File: config.mk
export PLATFORM = sky130hd
export DESIGN_NAME = rbs_rx_debounce
export DESIGN_NICKNAME = d
export VERILOG_FILES = /design/src/rtl/rbs_pkg.sv /design/src/rtl/rbs_ctrl.sv /design/src/rtl/rbs_datapath.sv /design/src/rtl/rbs_rx_debounce.sv
export SDC_FILE = /design/constraint.sdc
export NUM_CORES = 1
export LEC_CHECK = 0
export BUFFER_PORTS_ARGS = -buffer_cell sky130_fd_sc_hd__buf_2
export CAP_MARGIN = 20
export CORE_MARGIN = 2
export CORE_UTILIZATION = 40
export CTS_CLUSTER_SIZE = 8
export DETAILED_ROUTE_END_ITERATION = 8
export PLACE_DENSITY_LB_ADDON = 0.25
export SLEW_MARGIN = 0
export SYNTH_ARGS = -nofsm -noshare
export SYNTH_HDL_FRONTEND = slang
export SYNTH_SLANG_ARGS = --single-unit
File: constraint.sdc
create_clock -name clk -period 12.1 [get_ports clk]
set_input_delay 1.815 -clock clk [delete_from_list [all_inputs] [get_ports clk]]
set_output_delay 1.815 -clock clk [all_outputs]
set_load 0.01 [all_outputs]
File: src/rtl/rbs_pkg.sv
package rbs_pkg;

  localparam int SIG_BITS = 4;

  // Strobes from frame/mode decode to the per-channel datapath.
  typedef struct packed {
    logic       slotOk;    // valid slot for an existing channel
    logic       capEn;     // this frame carries a signalling bit
    logic [1:0] capSel;    // 0=A 1=B 2=C 3=D
    logic       sampleEv;  // the sample is complete in this slot
    logic       d4Mode;    // two-bit signalling, C/D repeat A/B
    logic       bypass;    // report without filtering
  } rbsCtrl_t;

endpackage

File: src/rtl/rbs_ctrl.sv
module rbs_ctrl
  import rbs_pkg::*;
#(
  parameter int NUM_CH     = 24,
  parameter int SIG_PERIOD = 6,
  localparam int CH_W = $clog2(NUM_CH),
  localparam int FR_W = $clog2(4 * SIG_PERIOD)
) (
  input  logic            slotValid,
  input  logic [CH_W-1:0] chanIdx,
  input  logic [FR_W-1:0] frameIdx,
  input  logic            esfMode,
  input  logic            bypass,
  output rbsCtrl_t        ctrl
);

  localparam logic [CH_W:0] CH_LIM = (CH_W + 1)'(NUM_CH);

  logic       isSig;
  logic [1:0] sigOrd;

  // Signalling frames are the last frame of each group of SIG_PERIOD frames.
  always_comb begin
    isSig  = 1'b0;
    sigOrd = 2'd0;
    for (int k = 0; k < 4; k++) begin
      if (frameIdx == FR_W'((k + 1) * SIG_PERIOD - 1)) begin
        isSig  = 1'b1;
        sigOrd = 2'(k);
      end
    end
  end

  always_comb begin
    ctrl          = '0;
    ctrl.slotOk   = slotValid && ({1'b0, chanIdx} < CH_LIM);
    ctrl.d4Mode   = !esfMode;
    ctrl.bypass   = bypass;
    ctrl.capEn    = isSig;
    ctrl.capSel   = esfMode ? sigOrd : {1'b0, sigOrd[0]};
    ctrl.sampleEv = isSig && (esfMode ? (sigOrd == 2'd3) : sigOrd[0]);
  end

endmodule

File: src/rtl/rbs_datapath.sv
module rbs_datapath
  import rbs_pkg::*;
#(
  parameter int NUM_CH        = 24,
  parameter int STABLE_FRAMES = 48,
  localparam int CH_W  = $clog2(NUM_CH),
  localparam int CNT_W = $clog2(STABLE_FRAMES + 1)
) (
  input  logic                clk,
  input  logic                rstN,
  input  rbsCtrl_t            ctrl,
  input  logic [CH_W-1:0]     chanIdx,
  input  logic                sigBit,
  output logic [SIG_BITS-1:0] statusAbcd,
  output logic                statusValid,
  output logic                changeStb
);

  localparam logic [CNT_W-1:0] CNT_MAX = CNT_W'(STABLE_FRAMES);

  logic [SIG_BITS-1:0] asmArr  [NUM_CH];
  logic [SIG_BITS-1:0] candArr [NUM_CH];
  logic [SIG_BITS-1:0] repArr  [NUM_CH];
  logic [CNT_W-1:0]    cntArr  [NUM_CH];

  logic [CH_W-1:0]     idx;
  logic [SIG_BITS-1:0] curAsm, curCand, curRep, sampleVec;
  logic [SIG_BITS-1:0] nxtAsm, nxtCand, nxtRep;
  logic [CNT_W-1:0]    curCnt, nxtCnt;
  logic                candChg;

  assign idx = ctrl.slotOk ? chanIdx : '0;

  always_comb begin
    curAsm  = asmArr[idx];
    curCand = candArr[idx];
    curRep  = repArr[idx];
    curCnt  = cntArr[idx];

    nxtAsm = curAsm;
    if (ctrl.capEn) begin
      case (ctrl.capSel)
        2'd0:    nxtAsm[3] = sigBit;
        2'd1:    nxtAsm[2] = sigBit;
        2'd2:    nxtAsm[1] = sigBit;
        default: nxtAsm[0] = sigBit;
      endcase
    end

    if (ctrl.d4Mode) sampleVec = {curAsm[3], sigBit, curAsm[3], sigBit};
    else             sampleVec = {curAsm[3], curAsm[2], curAsm[1], sigBit};

    candChg = ctrl.sampleEv && (sampleVec != curCand);
    nxtCand = candChg ? sampleVec : curCand;
    if (candChg)                nxtCnt = '0;
    else if (curCnt >= CNT_MAX) nxtCnt = CNT_MAX;
    else                        nxtCnt = curCnt + 1'b1;

    if (ctrl.bypass)            nxtRep = ctrl.sampleEv ? sampleVec : curRep;
    else if (nxtCnt == CNT_MAX) nxtRep = nxtCand;
    else                        nxtRep = curRep;
  end

  always_ff @(posedge clk) begin
    if (!rstN) begin
      for (int c = 0; c < NUM_CH; c++) begin
        asmArr[c]  <= '0;
        candArr[c] <= '0;
        repArr[c]  <= '0;
        cntArr[c]  <= '0;
      end
      statusAbcd  <= '0;
      statusValid <= 1'b0;
      changeStb   <= 1'b0;
    end else begin
      statusValid <= ctrl.slotOk;
      changeStb   <= ctrl.slotOk && (nxtRep != curRep);
      if (ctrl.slotOk) begin
        asmArr[idx]  <= nxtAsm;
        candArr[idx] <= nxtCand;
        repArr[idx]  <= nxtRep;
        cntArr[idx]  <= nxtCnt;
        statusAbcd   <= nxtRep;
      end
    end
  end

  // the stored count never passes the stability limit
  p_count_bound_r6: assert property (@(posedge clk) disable iff (!rstN)
    ctrl.slotOk |-> (curCnt <= CNT_MAX));

  // a fresh candidate in a debounced slot never reaches the output at once
  p_no_early_report_r7: assert property (@(posedge clk) disable iff (!rstN)
    (ctrl.slotOk && !ctrl.bypass && candChg) |=> !changeStb);

endmodule

File: src/rtl/rbs_rx_debounce.sv
module rbs_rx_debounce
  import rbs_pkg::*;
#(
  parameter int NUM_CH        = 24,
  parameter int SIG_PERIOD    = 6,
  parameter int STABLE_FRAMES = 48,
  localparam int CH_W = $clog2(NUM_CH),
  localparam int FR_W = $clog2(4 * SIG_PERIOD)
) (
  input  logic            clk,
  input  logic            rstN,
  input  logic            slotValid,
  input  logic [CH_W-1:0] chanIdx,
  input  logic [FR_W-1:0] frameIdx,
  input  logic [7:0]      chanByte,
  input  logic            esfMode,
  input  logic            bypass,
  output logic [3:0]      statusAbcd,
  output logic            statusValid,
  output logic            changeStb
);

  localparam logic [CH_W:0] CH_LIM = (CH_W + 1)'(NUM_CH);

  rbsCtrl_t ctrl;

  rbs_ctrl #(.NUM_CH(NUM_CH), .SIG_PERIOD(SIG_PERIOD)) ctrl_i (
    .slotValid (slotValid),
    .chanIdx   (chanIdx),
    .frameIdx  (frameIdx),
    .esfMode   (esfMode),
    .bypass    (bypass),
    .ctrl      (ctrl)
  );

  rbs_datapath #(.NUM_CH(NUM_CH), .STABLE_FRAMES(STABLE_FRAMES)) dp_i (
    .clk         (clk),
    .rstN        (rstN),
    .ctrl        (ctrl),
    .chanIdx     (chanIdx),
    .sigBit      (chanByte[0]),
    .statusAbcd  (statusAbcd),
    .statusValid (statusValid),
    .changeStb   (changeStb)
  );

  // a slot for a real channel is answered in the next cycle
  p_valid_lag_r8: assert property (@(posedge clk) disable iff (!rstN)
    (slotValid && ({1'b0, chanIdx} < CH_LIM)) |=> statusValid);

  // no status without a slot in the cycle before
  p_idle_quiet_r8: assert property (@(posedge clk) disable iff (!rstN)
    !slotValid |=> (!statusValid && !changeStb));

  // a change is only flagged alongside valid status
  p_stb_with_valid_r9: assert property (@(posedge clk) disable iff (!rstN)
    changeStb |-> statusValid);

  // unfiltered updates happen only in sample-completing frames
  p_bypass_on_sample_r5: assert property (@(posedge clk) disable iff (!rstN)
    (changeStb && $past(bypass)) |->
      ($past(frameIdx) == FR_W'(2 * SIG_PERIOD - 1) ||
       $past(frameIdx) == FR_W'(4 * SIG_PERIOD - 1)));

endmodule

==> After elaboration in Yosys (flattened, before gate mapping) <==
Memories as Yosys holds them, arrays and structs flattened.
Cells that the tools add are included.
{ "classes": {"n_addsub": 1, "mul": 0, "div_mod_pow": 0, "order_cmp": 2, "eq_ne": 10, "shifts": 0, "n_mux": 38, "n_bitwise": 0, "n_reduce_logical": 10} }
{ "op_table": {"columns": ["op", "n"], "rows": [
  ["2-to-1 mux 4 bit", 8],
  ["2-to-1 mux 5 bit", 5],
  ["2-to-1 mux 1 bit", 18],
  ["2-to-1 mux 6 bit", 3],
  ["OR reduction 4 bit", 3],
  ["== test 5 bit (second input constant)", 2],
  ["!= test 4 bit", 2],
  ["adder 6 x 1 -> 6 bit (second input constant)", 1],
  ["== test 6 bit (second input constant)", 1],
  [">= comparator 6 bit (second input constant)", 1],
  ["2-to-1 mux 2 bit", 3],
  ["OR reduction 6 bit", 1],
  ["== test 5 x 3 -> 1 bit (second input constant)", 1],
  ["== test 5 x 4 -> 1 bit (second input constant)", 1],
  ["< comparator 5 bit (second input constant)", 1],
  ["== test 2 bit (second input constant)", 2],
  ["logical AND 1 bit", 4],
  ["2-to-1 mux 3 bit", 1],
  ["OR reduction 3 bit", 1],
  ["== test 2 x 1 -> 1 bit (second input constant)", 1],
  ["logical NOT 2 bit", 1]
]} }
{ "totals": {"reg_bits": 6, "latch_bits": 0, "ram_bits": 432, "rom_bits": 0, "out_inout_bits": 6, "n_memories": 4} }
{ "mem_list": {"columns": ["name", "depth", "word_bits", "rd", "rd_ports_with_merged_regs", "write_ports", "line", "rtl"], "rows": [
  ["dp_i.cntArr", 24, 6, 1, 0, 24, "rbs_datapath.sv:24", "logic [CNT_W-1:0] cntArr [NUM_CH];"],
  ["dp_i.asmArr", 24, 4, 1, 0, 24, "rbs_datapath.sv:21", "logic [SIG_BITS-1:0] asmArr [NUM_CH];"],
  ["dp_i.candArr", 24, 4, 1, 0, 24, "rbs_datapath.sv:22", "logic [SIG_BITS-1:0] candArr [NUM_CH];"],
  ["dp_i.repArr", 24, 4, 1, 0, 24, "rbs_datapath.sv:23", "logic [SIG_BITS-1:0] repArr [NUM_CH];"]
]} }

==> Longest topological paths before layout <==
Gate-level depths: netlist of run 1.
{ "depth": {"ltp_word": 14, "depth_mapped": 19, "depth_no_buf": 13} }

==> By module <==
A second synthesis of run 1 with hierarchy kept.
{ "hier_totals": {"hier_cells": 1872, "area_unflattened_um2": 24577.3} }
{ "modules_own_cells": {"columns": ["module", "instances", "cells_each", "area_per_inst_um2"], "rows": [
  ["rbs_datapath", 1, 1853, 24467.2],
  ["rbs_ctrl", 1, 19, 110.1]
]} }

==> Worst setup path before layout of run 1 <==
OpenSTA, ideal clock, no wires.
{ "synth_path": {"path_type": "in2reg", "startpoint": "input port chanIdx[4]", "endpoint": "memory dp_i.repArr[12][2], data pin", "setup_time_ns": 0.265, "t_arrival_ns": 5.142, "t_required_ns": 11.835, "slack_ns": 6.693, "cell_stages": 18, "cell_sequence": "buf_2 buf_2 a21boi_4 nand2_4 buf_6 clkbuf_1 a222oi_1 o2111ai_1 ha_1 inv_1 nand2_1 mux2_2 o211a_1 buf_6 or2_4 a311oi_4 buf_6 nor2_1"} }
{ "synth_lines": {"columns": ["element", "line", "rtl"], "rows": [
  ["start: declaration", "rbs_rx_debounce.sv:13", "input logic [CH_W-1:0] chanIdx,"],
  ["end: declaration", "rbs_datapath.sv:23", null]
]} }

==> out/summary.json, run 1 <==
{
  "status": {"value": "completed"},
  "synth_largest_type_area_fraction": {"value": 0.642},
  "timing_worst_setup_path_type": {"value": "in -> reg"},
  "critical_path.cell_chain": {"value": "buf_2 -> buf_4 -> or2_2 -> nand2_4 -> a222oi_1 -> o22a_1 -> nand3_1 -> xnor2_1 -> a2111oi_2 -> o21ai_4 -> or2_4 -> a311oi_4 -> buf_4 -> nor2_1"},
  "synthesis.area": {"value": 19100, "unit": "um2"},
  "timing.setup.tns": {"value": 0, "unit": "ns"},
  "crit_path_leading_delay_family": {"value": "compound AO/OA/AOI/OAI gates"},
  "util_after_layout": {"value": 0.453},
  "average_wire_per_cell_in_the_routed_design": {"value": 29.9, "unit": "um"},
  "worst-r2r-setup-slack": {"value": 7.01, "unit": "ns"},
  "clock_tree.buffer_depth": {"value": 3},
  "gpl.final_weighted_congestion": {"value": 0.983},
  "timing.fmax": {"value": 128, "unit": "MHz"},
  "cts_buffers": {"value": 57},
  "share_comb_of_total_power": {"value": 0.116},
  "endpoint_kind": {"value": "flip-flop"},
  "ys_ff_latch": {"value": 414},
  "p_seq_frac": {"value": 0.470},
  "share_of_cell_area_taken_by_muxes_after_synthesis": {"value": 0.0384},
  "fp.dieW": {"value": 222, "unit": "um"},
  "net-switching-power": {"value": 0.921, "unit": "mW"},
  "mappedNetlistNets": {"value": 1660},
  "synth-edff-count": {"value": 408},
  "ant_nets": {"value": 0},
  "synth_top_cell_by_area": {"value": "sky130_fd_sc_hd__edfxtp_1"},
  "power_report.internal_total": {"value": 2.58, "unit": "mW"},
  "fp.dieH": {"value": 222, "unit": "um"},
  "hpwl": {"value": 41500, "unit": "um"},
  "vias": {"value": 14300},
  "synthesis.instances": {"value": 1636},
  "critPathMaxStageDelay": {"value": 0.82, "unit": "ns"},
  "drt_wl_total": {"value": 67700, "unit": "um"},
  "cts.clk_slew.worst_paths": {"value": 0.05, "unit": "ns"},
  "clock_latency": {"value": 0.62, "unit": "ns"},
  "leak_pwr": {"value": 7.72, "unit": "nW"},
  "timing.final.max_slew_violations": {"value": 0},
  "sw_frac": {"value": 0.263},
  "synth_simple_gate_area_frac": {"value": 0.172},
  "total_power": {"value": 3.50, "unit": "mW"},
  "synth_top_cells_by_area": {"value": "sky130_fd_sc_hd__edfxtp_1 64%, sky130_fd_sc_hd__nor2_1 8.9%, sky130_fd_sc_hd__clkbuf_1 1.9%"},
  "ys.warnings.count": {"value": 0},
  "max_cap_violations": {"value": 0},
  "core_area": {"value": 47400, "unit": "um2"},
  "fin_nets": {"value": 1653},
  "post_cts.resized_instances": {"value": 0},
  "final_hold_viol_count": {"value": 0},
  "dpl-instance-area": {"value": 19800, "unit": "um2"},
  "avgSynthCellArea": {"value": 11.7, "unit": "um2"},
  "irDropWorstVdd": {"value": 0.102, "unit": "mV"},
  "timing.critical_path.required": {"value": 12.42, "unit": "ns"},
  "aggregate_global_route_resource_usage": {"value": 0.272},
  "fin_worst_skew": {"value": 0.0342, "unit": "ns"},
  "cp_max_fanout": {"value": 34},
  "clock_sinks": {"value": 414},
  "pwr_density_cell": {"value": 163, "unit": "nW/um2"},
  "layout-area-overhead-vs-synth": {"value": 12.5, "unit": "%"},
  "boundaryPins": {"value": 29},
  "timing_worst_slew_pin_value": {"value": 1.16, "unit": "ns"},
  "critical_path.n_buffers_inverters": {"value": 3},
  "wire_length_of_the_first_global_routing_pass": {"value": 96600, "unit": "um"},
  "start_kind": {"value": "input port"},
  "row_count": {"value": 80},
  "die-area": {"value": 49500, "unit": "um2"},
  "via_per_inst": {"value": 6.31},
  "cts-root-buf": {"value": "sky130_fd_sc_hd__clkbuf_16"},
  "ys_top_cells_by_count": {"value": "450 x sky130_fd_sc_hd__nor2_1, 408 x sky130_fd_sc_hd__edfxtp_1, 96 x sky130_fd_sc_hd__clkbuf_1"},
  "first_global_vias": {"value": 13400},
  "hold_bufs_inserted_after_cts": {"value": 0},
  "cp_slowest_cell": {"value": "sky130_fd_sc_hd__a311oi_4"},
  "netlist-cell-type-count": {"value": 86},
  "initial_utilization": {"value": 0.402},
  "route.detailed.drc": {"value": 0},
  "layout_min_cycle_time": {"value": 7.83, "unit": "ns"},
  "finalSetupViolCount": {"value": 0},
  "grt-ovfl-total": {"value": 0},
  "final_area": {"value": 21500, "unit": "um2"},
  "crit_arrival": {"value": 8.15, "unit": "ns"},
  "ys_async_sr_fraction": {"value": 0},
  "ctsHtreeMaxLevel": {"value": 2},
  "finalCritPeriodShare": {"value": 0.647},
  "worst_hold_path_type": {"value": "reg -> reg"},
  "yosysMostFrequentCell": {"value": "sky130_fd_sc_hd__nor2_1"},
  "dr.pass1.iters": {"value": 7},
  "cts_tree": {"value": "yes"},
  "yosys.area_share.adder": {"value": 0.000656},
  "worst_path_most_repeated_cell": {"value": "sky130_fd_sc_hd__buf_4"},
  "synth_top_family_by_area": {"value": "simple AND/OR/NAND/NOR gates"},
  "yosysSeqAreaShare": {"value": 0.648},
  "post_cts_buffers": {"value": 0},
  "buffer_ports.inserted": {"value": 21},
  "dominantRegCellSynth": {"value": "sky130_fd_sc_hd__edfxtp_1"},
  "antenna_violations_before_repair": {"value": 2},
  "detailedRoute.firstIterationViolations": {"value": 2127},
  "maxSlewHeadroom": {"value": 0.207},
  "antenna_cells": {"value": 0},
  "synth_compound_gate_area_share": {"value": 0.0990},
  "synth_xor_area_frac": {"value": 0.00597},
  "drive_above_1_share": {"value": 0.121},
  "rsz0062_at_grt": {"value": "no"},
  "grt_max_degree": {"value": 48},
  "clkPwrFrac": {"value": 0.414}
}
==> flip-flops by register name, summed over array words and instances, names as in the netlist <==
register	count
dp_i.statusAbcd	4
dp_i.cntArr	144
dp_i.statusValid	1
dp_i.changeStb	1
dp_i.candArr	96
dp_i.repArr	96
dp_i.asmArr	72
==> cell families after synthesis <==
kind of cell | count (synthesis)
xor gates and xnor gates | 13
AOI/OAI and AO/OA | 256
and+or+nand+nor | 732
buffers and inverters | 154
adders and majority gates | 1
DFF | 414
muxes | 66
==> layer usage <==
metal	share of wire	global-route usage	vias to the layer above
met1	0.40	0.380	7146
met4	0.043	0.115	2
li1	-	-	6031
met5	0.00027	0	-
met3	0.12	0.0657	148
met2	0.44	0.408	943
==> cell type report <==
cell class | instances | area (um2)
inverter | 9 | 33.8
timing repair buffer | 79 | 658
clock buffer | 74 | 1510
multi-input combinational | 1068 | 6100
sequential | 414 | 12400
clock inverter | 2 | 36.3
fill | 4445 | 26000
tap | 615 | 769
==> placed cells by master (no fill, tap or decap), types with 20 or more instances in the layout <==
| master | n |
|---|---|
| sky130_fd_sc_hd__mux2_2 | 28 |
| sky130_fd_sc_hd__edfxtp_1 | 408 |
| sky130_fd_sc_hd__nor3_1 | 24 |
| sky130_fd_sc_hd__nand3_1 | 55 |
| sky130_fd_sc_hd__mux2i_1 | 33 |
| sky130_fd_sc_hd__o22ai_1 | 39 |
| sky130_fd_sc_hd__clkbuf_16 | 58 |
| sky130_fd_sc_hd__nand2_1 | 78 |
| sky130_fd_sc_hd__buf_4 | 52 |
| sky130_fd_sc_hd__a21oi_1 | 38 |
| sky130_fd_sc_hd__o21ai_0 | 34 |
| sky130_fd_sc_hd__nor2_1 | 449 |
| sky130_fd_sc_hd__buf_2 | 20 |
==> metrics by stage <==
step	setup slack, ns	hold WS [ns]	std cells
final	4.27	0.465	2261
after floorplan	6.69	0.484	1636
after detailed placement	3.83	0.461	2181
after global placement	3.85	0.454	2178
after CTS	4.46	0.468	2257
after global routing	4.16	0.488	2261
==> power groups by stage <==
| stage | clock network, mW | logic (mW) | registers [mW] |
|---|---|---|---|
| floorplan | 0 | 0.221 | 1.67 |
| global placement | 0 | 0.377 | 1.67 |
| detailed placement | 0 | 0.388 | 1.67 |
| CTS | 1.45 | 0.389 | 1.65 |
| finish | 1.45 | 0.406 | 1.65 |
| global route | 1.51 | 0.417 | 1.65 |
==> worst register-to-register path, stage by stage, from the launching register on <==
cell	delay, ns
sky130_fd_sc_hd__edfxtp_1	0.31
sky130_fd_sc_hd__nor2b_1	0.11
sky130_fd_sc_hd__a2111oi_0	0.07
sky130_fd_sc_hd__o31ai_1	0.66
sky130_fd_sc_hd__o2111ai_1	0.44
sky130_fd_sc_hd__o41ai_2	0.63
sky130_fd_sc_hd__xor2_1	0.15
sky130_fd_sc_hd__a2111oi_2	0.37
sky130_fd_sc_hd__o21ai_4	0.37
sky130_fd_sc_hd__or2_4	0.41
sky130_fd_sc_hd__a311oi_4	0.82
sky130_fd_sc_hd__buf_4	0.39
sky130_fd_sc_hd__nor2_1	0.09
==> worst paths after layout <==
check	startpoint	to	cells past startpoint
min reg2reg	dp_i.statusAbcd[2]	dp_i.statusAbcd[2]	2
max reg2reg	dp_i.asmArr[1][2]	dp_i.repArr[1][2]	12
min	dp_i.statusAbcd[2]	dp_i.statusAbcd[2]	2
max	chanIdx[1]	dp_i.repArr[1][2]	14
Power figures use the tool's default switching activity.
==> inputs of run 2 (changes only) <==
- clock period: 12.1 -> 6.75 ns (I/O delays scaled with it)
==> out/summary.json, run 2 (synthesized netlist as in run 1, its figures left out) <==
{
  "row_count": {"value": 80, "change": "unchanged"},
  "drt_wl_total": {"value": 69900, "unit": "um", "change": "+3.3%"},
  "first_global_vias": {"value": 13800, "change": "+2.9%"},
  "vias": {"value": 14700, "change": "+3.1%"},
  "dr.pass1.iters": {"value": 8, "change": "+1"},
  "timing.fmax": {"value": 172, "unit": "MHz"},
  "worst_hold_path_type": {"value": "reg -> reg"},
  "maxSlewHeadroom": {"value": 0.264, "change": "+0.0572"},
  "finalSetupViolCount": {"value": 0, "change": "unchanged"},
  "antenna_cells": {"value": 0, "change": "unchanged"},
  "number_of_flip_flops_under_the_largest_register_name": {"value": 144, "change": "unchanged"},
  "layout-area-overhead-vs-synth": {"value": 13.7, "unit": "%"},
  "core_area": {"value": 47400, "unit": "um2", "change": "unchanged"},
  "timing_worst_slew_pin_value": {"value": 1.08, "unit": "ns", "change": "-0.0840 ns"},
  "cts-root-buf": {"value": "sky130_fd_sc_hd__clkbuf_16"},
  "status": {"value": "completed"},
  "post_cts_buffers": {"value": 0, "change": "unchanged"},
  "ctsHtreeMaxLevel": {"value": 2, "change": "unchanged"},
  "post_cts.resized_instances": {"value": 0, "change": "unchanged"},
  "layout_commonest_cell": {"value": "sky130_fd_sc_hd__nor2_1"},
  "mostFrequentLayoutCells": {"value": "449 x sky130_fd_sc_hd__nor2_1, 408 x sky130_fd_sc_hd__edfxtp_1, 92 x sky130_fd_sc_hd__buf_4"},
  "endpoint_kind": {"value": "flip-flop"},
  "cp_max_fanout": {"value": 35, "change": "+2.9%"},
  "fp.dieH": {"value": 222, "unit": "um", "change": "unchanged"},
  "leak_pwr": {"value": 7.87, "unit": "nW", "change": "+1.9%"},
  "p_seq_frac": {"value": 0.473, "change": "+0.003"},
  "clkPwrFrac": {"value": 0.409, "change": "-0.005"},
  "aggregate_global_route_resource_usage": {"value": 0.281, "change": "+0.00874"},
  "regToRegStartpoint": {"value": "dp_i.asmArr[22][2]"},
  "timing_worst_setup_path_type": {"value": "in -> reg"},
  "crit_arrival": {"value": 6.11, "unit": "ns", "change": "-2.04 ns"},
  "clock_tree.buffer_depth": {"value": 3, "change": "unchanged"},
  "hpwl": {"value": 43900, "unit": "um", "change": "+5.6%"},
  "finalCritPeriodShare": {"value": 0.860},
  "die-area": {"value": 49500, "unit": "um2", "change": "unchanged"},
  "clock_latency": {"value": 0.61, "unit": "ns", "change": "about the same"},
  "average_wire_per_cell_in_the_routed_design": {"value": 30.4, "unit": "um", "change": "+1.6%"},
  "worst_setup_slack_after_layout": {"value": 0.948, "unit": "ns", "change": "-3.32 ns"},
  "start_kind": {"value": "input port"},
  "net-switching-power": {"value": 1.64, "unit": "mW", "change": "+78%"},
  "regToRegEndpoint": {"value": "dp_i.repArr[20][2]"},
  "buffer_ports.inserted": {"value": 21, "change": "unchanged"},
  "cts.clk_slew.worst_paths": {"value": 0.05, "unit": "ns", "change": "about the same"},
  "hold-path-cell-count": {"value": 2, "change": "unchanged"},
  "power_report.internal_total": {"value": 4.61, "unit": "mW", "change": "+78%"},
  "irDropWorstVdd": {"value": 0.186, "unit": "mV", "change": "+82%"},
  "boundaryPins": {"value": 29, "change": "unchanged"},
  "detailedRoute.firstIterationViolations": {"value": 2349, "change": "+10%"},
  "reg.largest.list": {"value": "dp_i.cntArr x144, dp_i.candArr x96, dp_i.repArr x96"},
  "drive_above_1_share": {"value": 0.140, "change": "+0.0193"},
  "fp.dieW": {"value": 222, "unit": "um", "change": "unchanged"},
  "antenna_violations_before_repair": {"value": 2, "change": "unchanged"},
  "sw_frac": {"value": 0.262, "change": "-0.000580"},
  "dpl_worst_slack": {"value": 0.594, "unit": "ns", "change": "-3.23 ns"},
  "hold_bufs_inserted_after_cts": {"value": 0, "change": "unchanged"},
  "timing.setup.tns": {"value": 0, "unit": "ns", "change": "unchanged"},
  "grt-ovfl-total": {"value": 0, "change": "unchanged"},
  "route.detailed.drc": {"value": 0, "change": "unchanged"},
  "pwr_density_cell": {"value": 288, "unit": "nW/um2", "change": "+76%"},
  "via_per_inst": {"value": 6.40, "change": "+1.5%"},
  "largest_register": {"value": "dp_i.cntArr"},
  "cts_tree": {"value": "yes"},
  "critical_path.startpoint": {"value": "chanIdx[3]"},
  "fin_nets": {"value": 1692, "change": "+2.4%"},
  "max_cap_violations": {"value": 0, "change": "unchanged"},
  "wire_length_of_the_first_global_routing_pass": {"value": 99400, "unit": "um", "change": "+2.9%"},
  "timing.critical_path.required": {"value": 7.06, "unit": "ns", "change": "-5.36 ns"},
  "fin_worst_skew": {"value": 0.0182, "unit": "ns", "change": "-0.0160 ns"},
  "clock_sinks": {"value": 414, "change": "unchanged"},
  "timing.reg2reg.worst_path_depth": {"value": 12, "change": "unchanged"},
  "rsz0062_at_grt": {"value": "no"},
  "worst-r2r-setup-slack": {"value": 2.39, "unit": "ns", "change": "-4.62 ns"},
  "layout_min_cycle_time": {"value": 5.80, "unit": "ns"},
  "timing.final.max_slew_violations": {"value": 0, "change": "unchanged"},
  "gpl.final_weighted_congestion": {"value": 0.938, "change": "-4.6%"},
  "initial_utilization": {"value": 0.402, "change": "unchanged"},
  "final_hold_viol_count": {"value": 0, "change": "unchanged"},
  "ant_nets": {"value": 0, "change": "unchanged"},
  "cts_buffers": {"value": 57, "change": "unchanged"},
  "min_from": {"value": "dp_i.statusAbcd[2]"},
  "share_comb_of_total_power": {"value": 0.118, "change": "+0.002"},
  "grt_max_degree": {"value": 48, "change": "unchanged"},
  "worst_hold_path.endpoint": {"value": "dp_i.statusAbcd[2]"}
}
==> run 2: changes by cell type in the layout (fill, tap and decap cells not counted), moves of 2 or more <==
cell                     previous run  this run
sky130_fd_sc_hd__buf_4             52        92
sky130_fd_sc_hd__inv_6              0         2
sky130_fd_sc_hd__buf_16             5         3
sky130_fd_sc_hd__buf_12             0         3
sky130_fd_sc_hd__buf_8              2         0
==> run 2: power groups by stage <==
stage | Clock, mW | Combinational [mW] | Sequential, mW
5_1_grt | 2.67 | 0.759 | 2.96
4_1_cts | 2.56 | 0.715 | 2.95
2_1_floorplan | 0 | 0.397 | 2.99
3_5_place_dp | 0 | 0.712 | 3.00
3_3_place_gp | 0 | 0.704 | 3.00
6_report | 2.55 | 0.739 | 2.95
==> run 2: metal layers <==
metal / vias to the layer above / track usage / wire, um
met3: 198 / 0.0670 / 8510
met1: 7345 / 0.383 / 26600
met5: - / 0 / 10
met2: 1055 / 0.429 / 31400
li1: 6114 / - / -
met4: 2 / 0.126 / 3390
==> run 2: how the worst max path moves through the flow <==
stage | endpoint | slack, ns | cells past startpoint
final | dp_i.repArr[20][2] | 0.95 | 14
after global routing | dp_i.repArr[20][2] | 0.93 | 14
after CTS | dp_i.repArr[20][2] | 1.16 | 14
after detailed placement | dp_i.repArr[20][2] | 0.59 | 14
after global placement | dp_i.repArr[20][2] | 0.64 | 14
after floorplan | dp_i.repArr[12][2] | 2.15 | 18
==> run 2: layout make-up <==
class	instances	area (um2)
Timing Repair Buffer	118	933
Clock inverter	2	17.5
Inverter	9	33.8
Fill cell	4377	25700
Tap cell	615	769
Sequential cell	414	12400
Multi-Input combinational cell	1068	6100
Clock buffer	72	1480
==> run 2: critical path, cell delays in order <==
cell	delay, ns
sky130_fd_sc_hd__buf_2	0.62
sky130_fd_sc_hd__and2_1	0.38
sky130_fd_sc_hd__buf_4	0.31
sky130_fd_sc_hd__nor2_1	0.21
sky130_fd_sc_hd__buf_4	0.26
sky130_fd_sc_hd__a222oi_1	0.64
sky130_fd_sc_hd__o221ai_1	0.25
sky130_fd_sc_hd__or4_1	0.59
sky130_fd_sc_hd__mux2_2	0.32
sky130_fd_sc_hd__o211a_1	0.39
sky130_fd_sc_hd__or2_4	0.33
sky130_fd_sc_hd__a311oi_4	0.28
sky130_fd_sc_hd__buf_4	0.35
sky130_fd_sc_hd__nor2_1	0.10
==> run 2: stage by stage <==
step / std cells / util / hold WS [ns] / instance area (um2) / power, mW
finish: 2298 / 0.457 / 0.483 / 21700 / 6.24
global route: 2298 / 0.457 / 0.505 / 21700 / 6.38
CTS: 2296 / 0.456 / 0.482 / 21700 / 6.23
detailed placement: 2222 / 0.425 / 0.466 / 20200 / 3.71
global placement: 2221 / 0.424 / 0.463 / 20100 / 3.70
floorplan: 1636 / - / 0.484 / 19100 / 3.39
==> inputs of run 3 (changes only) <==
- CORE_UTILIZATION: 40 -> 60
- clock period: 6.75 -> 5.71 ns (I/O delays scaled with it)
==> out/summary.json, run 3 (synthesized netlist as in run 1, its figures left out) <==
{
  "status": {"value": "completed"},
  "reg.largest.list": {"value": "dp_i.cntArr x144, dp_i.candArr x96, dp_i.repArr x96"},
  "maxSlewHeadroom": {"value": 0.213, "change": "-0.0515"},
  "number_of_flip_flops_under_the_largest_register_name": {"value": 144, "change": "unchanged"},
  "clock_tree.buffer_depth": {"value": 3, "change": "unchanged"},
  "mostFrequentLayoutCells": {"value": "449 x sky130_fd_sc_hd__nor2_1, 408 x sky130_fd_sc_hd__edfxtp_1, 127 x sky130_fd_sc_hd__buf_4"},
  "power_report.internal_total": {"value": 5.52, "unit": "mW", "change": "+20%"},
  "fp.dieH": {"value": 182, "unit": "um", "change": "-18%"},
  "largest_register": {"value": "dp_i.cntArr"},
  "hold_slack": {"value": 0.494, "unit": "ns", "change": "+0.0105 ns"},
  "ant_nets": {"value": 0, "change": "unchanged"},
  "min_from": {"value": "dp_i.statusAbcd[2]"},
  "dr.pass1.iters": {"value": 6, "change": "-2"},
  "crit_arrival": {"value": 5.26, "unit": "ns", "change": "-0.85 ns"},
  "timing_worst_setup_path_type": {"value": "in -> reg"},
  "regToRegEndpoint": {"value": "dp_i.repArr[23][1]"},
  "max_cap_violations": {"value": 0, "change": "unchanged"},
  "post_cts_buffers": {"value": 0, "change": "unchanged"},
  "timing.fmax": {"value": 202, "unit": "MHz"},
  "worst_setup_slack_after_layout": {"value": 0.760, "unit": "ns", "change": "-0.188 ns"},
  "cts-root-buf": {"value": "sky130_fd_sc_hd__clkbuf_16"},
  "finalCritPeriodShare": {"value": 0.867},
  "drive_above_1_share": {"value": 0.160, "change": "+0.0199"},
  "p_seq_frac": {"value": 0.470, "change": "-0.003"},
  "use_met3": {"value": 0.108, "change": "+0.0409"},
  "clock_latency": {"value": 0.58, "unit": "ns", "change": "-0.03 ns"},
  "grt.met2_usage": {"value": 0.601, "change": "+0.172"},
  "timing.reg2reg.worst_path_depth": {"value": 14, "change": "+2"},
  "sw_frac": {"value": 0.257, "change": "-0.00476"},
  "leak_pwr": {"value": 8.06, "unit": "nW", "change": "+2.5%"},
  "hold-path-cell-count": {"value": 2, "change": "unchanged"},
  "clock_sinks": {"value": 414, "change": "unchanged"},
  "finalSetupViolCount": {"value": 0, "change": "unchanged"},
  "dpl_worst_slack": {"value": 0.357, "unit": "ns", "change": "-0.237 ns"},
  "first_global_vias": {"value": 14000, "change": "+1.4%"},
  "worst_path_most_repeated_cell": {"value": "sky130_fd_sc_hd__buf_4"},
  "layout_commonest_cell": {"value": "sky130_fd_sc_hd__nor2_1"},
  "pwr_density_cell": {"value": 342, "unit": "nW/um2", "change": "+19%"},
  "cp_slowest_cell": {"value": "sky130_fd_sc_hd__a2111oi_0"},
  "route.detailed.drc": {"value": 0, "change": "unchanged"},
  "grt_max_degree": {"value": 47, "change": "-2.1%"},
  "endpoint_kind": {"value": "flip-flop"},
  "cts.clk_slew.worst_paths": {"value": 0.05, "unit": "ns", "change": "about the same"},
  "timing_worst_slew_pin_value": {"value": 1.18, "unit": "ns", "change": "+0.0960 ns"},
  "timing.critical_path.required": {"value": 6.02, "unit": "ns", "change": "-1.04 ns"},
  "dpl-instance-area": {"value": 20200, "unit": "um2", "change": "+0.21%"},
  "boundaryPins": {"value": 29, "change": "unchanged"},
  "ctsHtreeMaxLevel": {"value": 2, "change": "unchanged"},
  "hold_bufs_inserted_after_cts": {"value": 0, "change": "unchanged"},
  "drt_wl_total": {"value": 66400, "unit": "um", "change": "-5.0%"},
  "timing.final.max_slew_violations": {"value": 0, "change": "unchanged"},
  "vias": {"value": 14900, "change": "+1.5%"},
  "cts_tree": {"value": "yes"},
  "fp.dieW": {"value": 182, "unit": "um", "change": "-18%"},
  "gpl.final_weighted_congestion": {"value": 1.00, "change": "+7.2%"},
  "critPathMaxStageDelay": {"value": 0.71, "unit": "ns", "change": "+0.07 ns"},
  "detailedRoute.firstIterationViolations": {"value": 2797, "change": "+19%"},
  "fin_worst_skew": {"value": 0.0262, "unit": "ns", "change": "+0.00801 ns"},
  "worst-r2r-setup-slack": {"value": 1.56, "unit": "ns", "change": "-0.83 ns"},
  "cp_max_fanout": {"value": 21, "change": "-40%"},
  "hpwl": {"value": 43500, "unit": "um", "change": "-0.72%"},
  "cts_buffers": {"value": 57, "change": "unchanged"},
  "aggregate_global_route_resource_usage": {"value": 0.403, "change": "+0.122"},
  "fin_nets": {"value": 1729, "change": "+2.2%"},
  "worst_hold_path.endpoint": {"value": "dp_i.statusAbcd[2]"},
  "clkPwrFrac": {"value": 0.405, "change": "-0.004"},
  "net-switching-power": {"value": 1.91, "unit": "mW", "change": "+17%"},
  "die-area": {"value": 33300, "unit": "um2", "change": "-33%"},
  "critical_path.cell_chain": {"value": "buf_2 -> buf_4 -> nand2_1 -> buf_4 -> a2111oi_0 -> o31a_1 -> a2111oi_0 -> buf_4 -> and4_1 -> xor2_1 -> a2111oi_2 -> o21ai_2 -> buf_4 -> o211ai_1 -> nor4b_4 -> buf_12 -> nor2_1"},
  "layout_min_cycle_time": {"value": 4.95, "unit": "ns"},
  "rsz0062_at_grt": {"value": "no"},
  "buffer_ports.inserted": {"value": 21, "change": "unchanged"},
  "core_area": {"value": 31500, "unit": "um2", "change": "-34%"},
  "timing.setup.tns": {"value": 0, "unit": "ns", "change": "unchanged"},
  "post_cts.resized_instances": {"value": 0, "change": "unchanged"},
  "start_kind": {"value": "input port"},
  "via_per_inst": {"value": 7.05, "change": "+10%"},
  "final_area": {"value": 21800, "unit": "um2", "change": "+0.21%"},
  "irDropWorstVdd": {"value": 0.297, "unit": "mV", "change": "+60%"},
  "global_route.peak_usage_layer": {"value": "met2"},
  "antenna_violations_before_repair": {"value": 2, "change": "unchanged"},
  "util_after_layout": {"value": 0.691, "change": "+0.234"},
  "share_comb_of_total_power": {"value": 0.125, "change": "+0.007"},
  "initial_utilization": {"value": 0.606, "change": "+0.204"},
  "grt-ovfl-total": {"value": 0, "change": "unchanged"},
  "critical_path.startpoint": {"value": "chanIdx[1]"},
  "layout-area-overhead-vs-synth": {"value": 14.0, "unit": "%"},
  "final_hold_viol_count": {"value": 0, "change": "unchanged"},
  "average_wire_per_cell_in_the_routed_design": {"value": 31.3, "unit": "um", "change": "+3.0%"},
  "wire_length_of_the_first_global_routing_pass": {"value": 95500, "unit": "um", "change": "-4.0%"},
  "globalRouteMet1Util": {"value": 0.554, "change": "+0.171"},
  "regToRegStartpoint": {"value": "dp_i.asmArr[15][1]"},
  "worst_hold_path_type": {"value": "reg -> reg"},
  "row_count": {"value": 65, "change": "-19%"}
}
==> run 3: area by class of cell <==
| cell class | count | area (um2) |
|---|---|---|
| clock inverter | 2 | 38.8 |
| fill | 2275 | 9720 |
| clock buffer | 69 | 1500 |
| sequential | 414 | 12400 |
| timing repair buffer | 155 | 1210 |
| antenna | 1 | 2.50 |
| tap | 402 | 503 |
| inverter | 9 | 33.8 |
| multi-input combinational | 1068 | 6090 |
==> run 3: how the worst max path moves through the flow <==
stage | cells past startpoint | endpoint | slack [ns]
2_1_floorplan | 18 | dp_i.repArr[12][2] | 1.26
3_3_place_gp | 16 | dp_i.repArr[19][1] | 0.39
3_5_place_dp | 16 | dp_i.repArr[11][1] | 0.36
4_1_cts | 17 | dp_i.repArr[12][1] | 0.88
5_1_grt | 16 | dp_i.repArr[11][1] | 0.62
6_report | 17 | dp_i.repArr[23][1] | 0.76
==> run 3: through the flow <==
step,cells,power [mW]
after global placement,2047,4.42
after global routing,2119,7.57
after CTS,2118,7.38
final,2120,7.43
after floorplan,1636,4.00
after detailed placement,2047,4.43
==> run 3: power by group through the flow <==
stage | Clock, mW | Sequential (mW) | Combinational, mW
3_3_place_gp | 0 | 3.54 | 0.874
2_1_floorplan | 0 | 3.54 | 0.469
6_report | 3.01 | 3.50 | 0.930
3_5_place_dp | 0 | 3.55 | 0.882
5_1_grt | 3.12 | 3.50 | 0.948
4_1_cts | 3.00 | 3.50 | 0.886
==> run 3: metal layers <==
metal / up-vias / share of wire
li1: 6171 / -
met3: 266 / 0.15
met1: 7223 / 0.35
met4: 2 / 0.066
met2: 1275 / 0.43
met5: - / 0.00086
==> run 3: worst max-delay path: cells and delay by family <==
| kind | cells | cell delay, ns |
|---|---|---|
| compound gates | 6 | 1.91 |
| buf+inv | 6 | 1.50 |
| simple gates | 4 | 0.76 |
| xor+xnor | 1 | 0.16 |
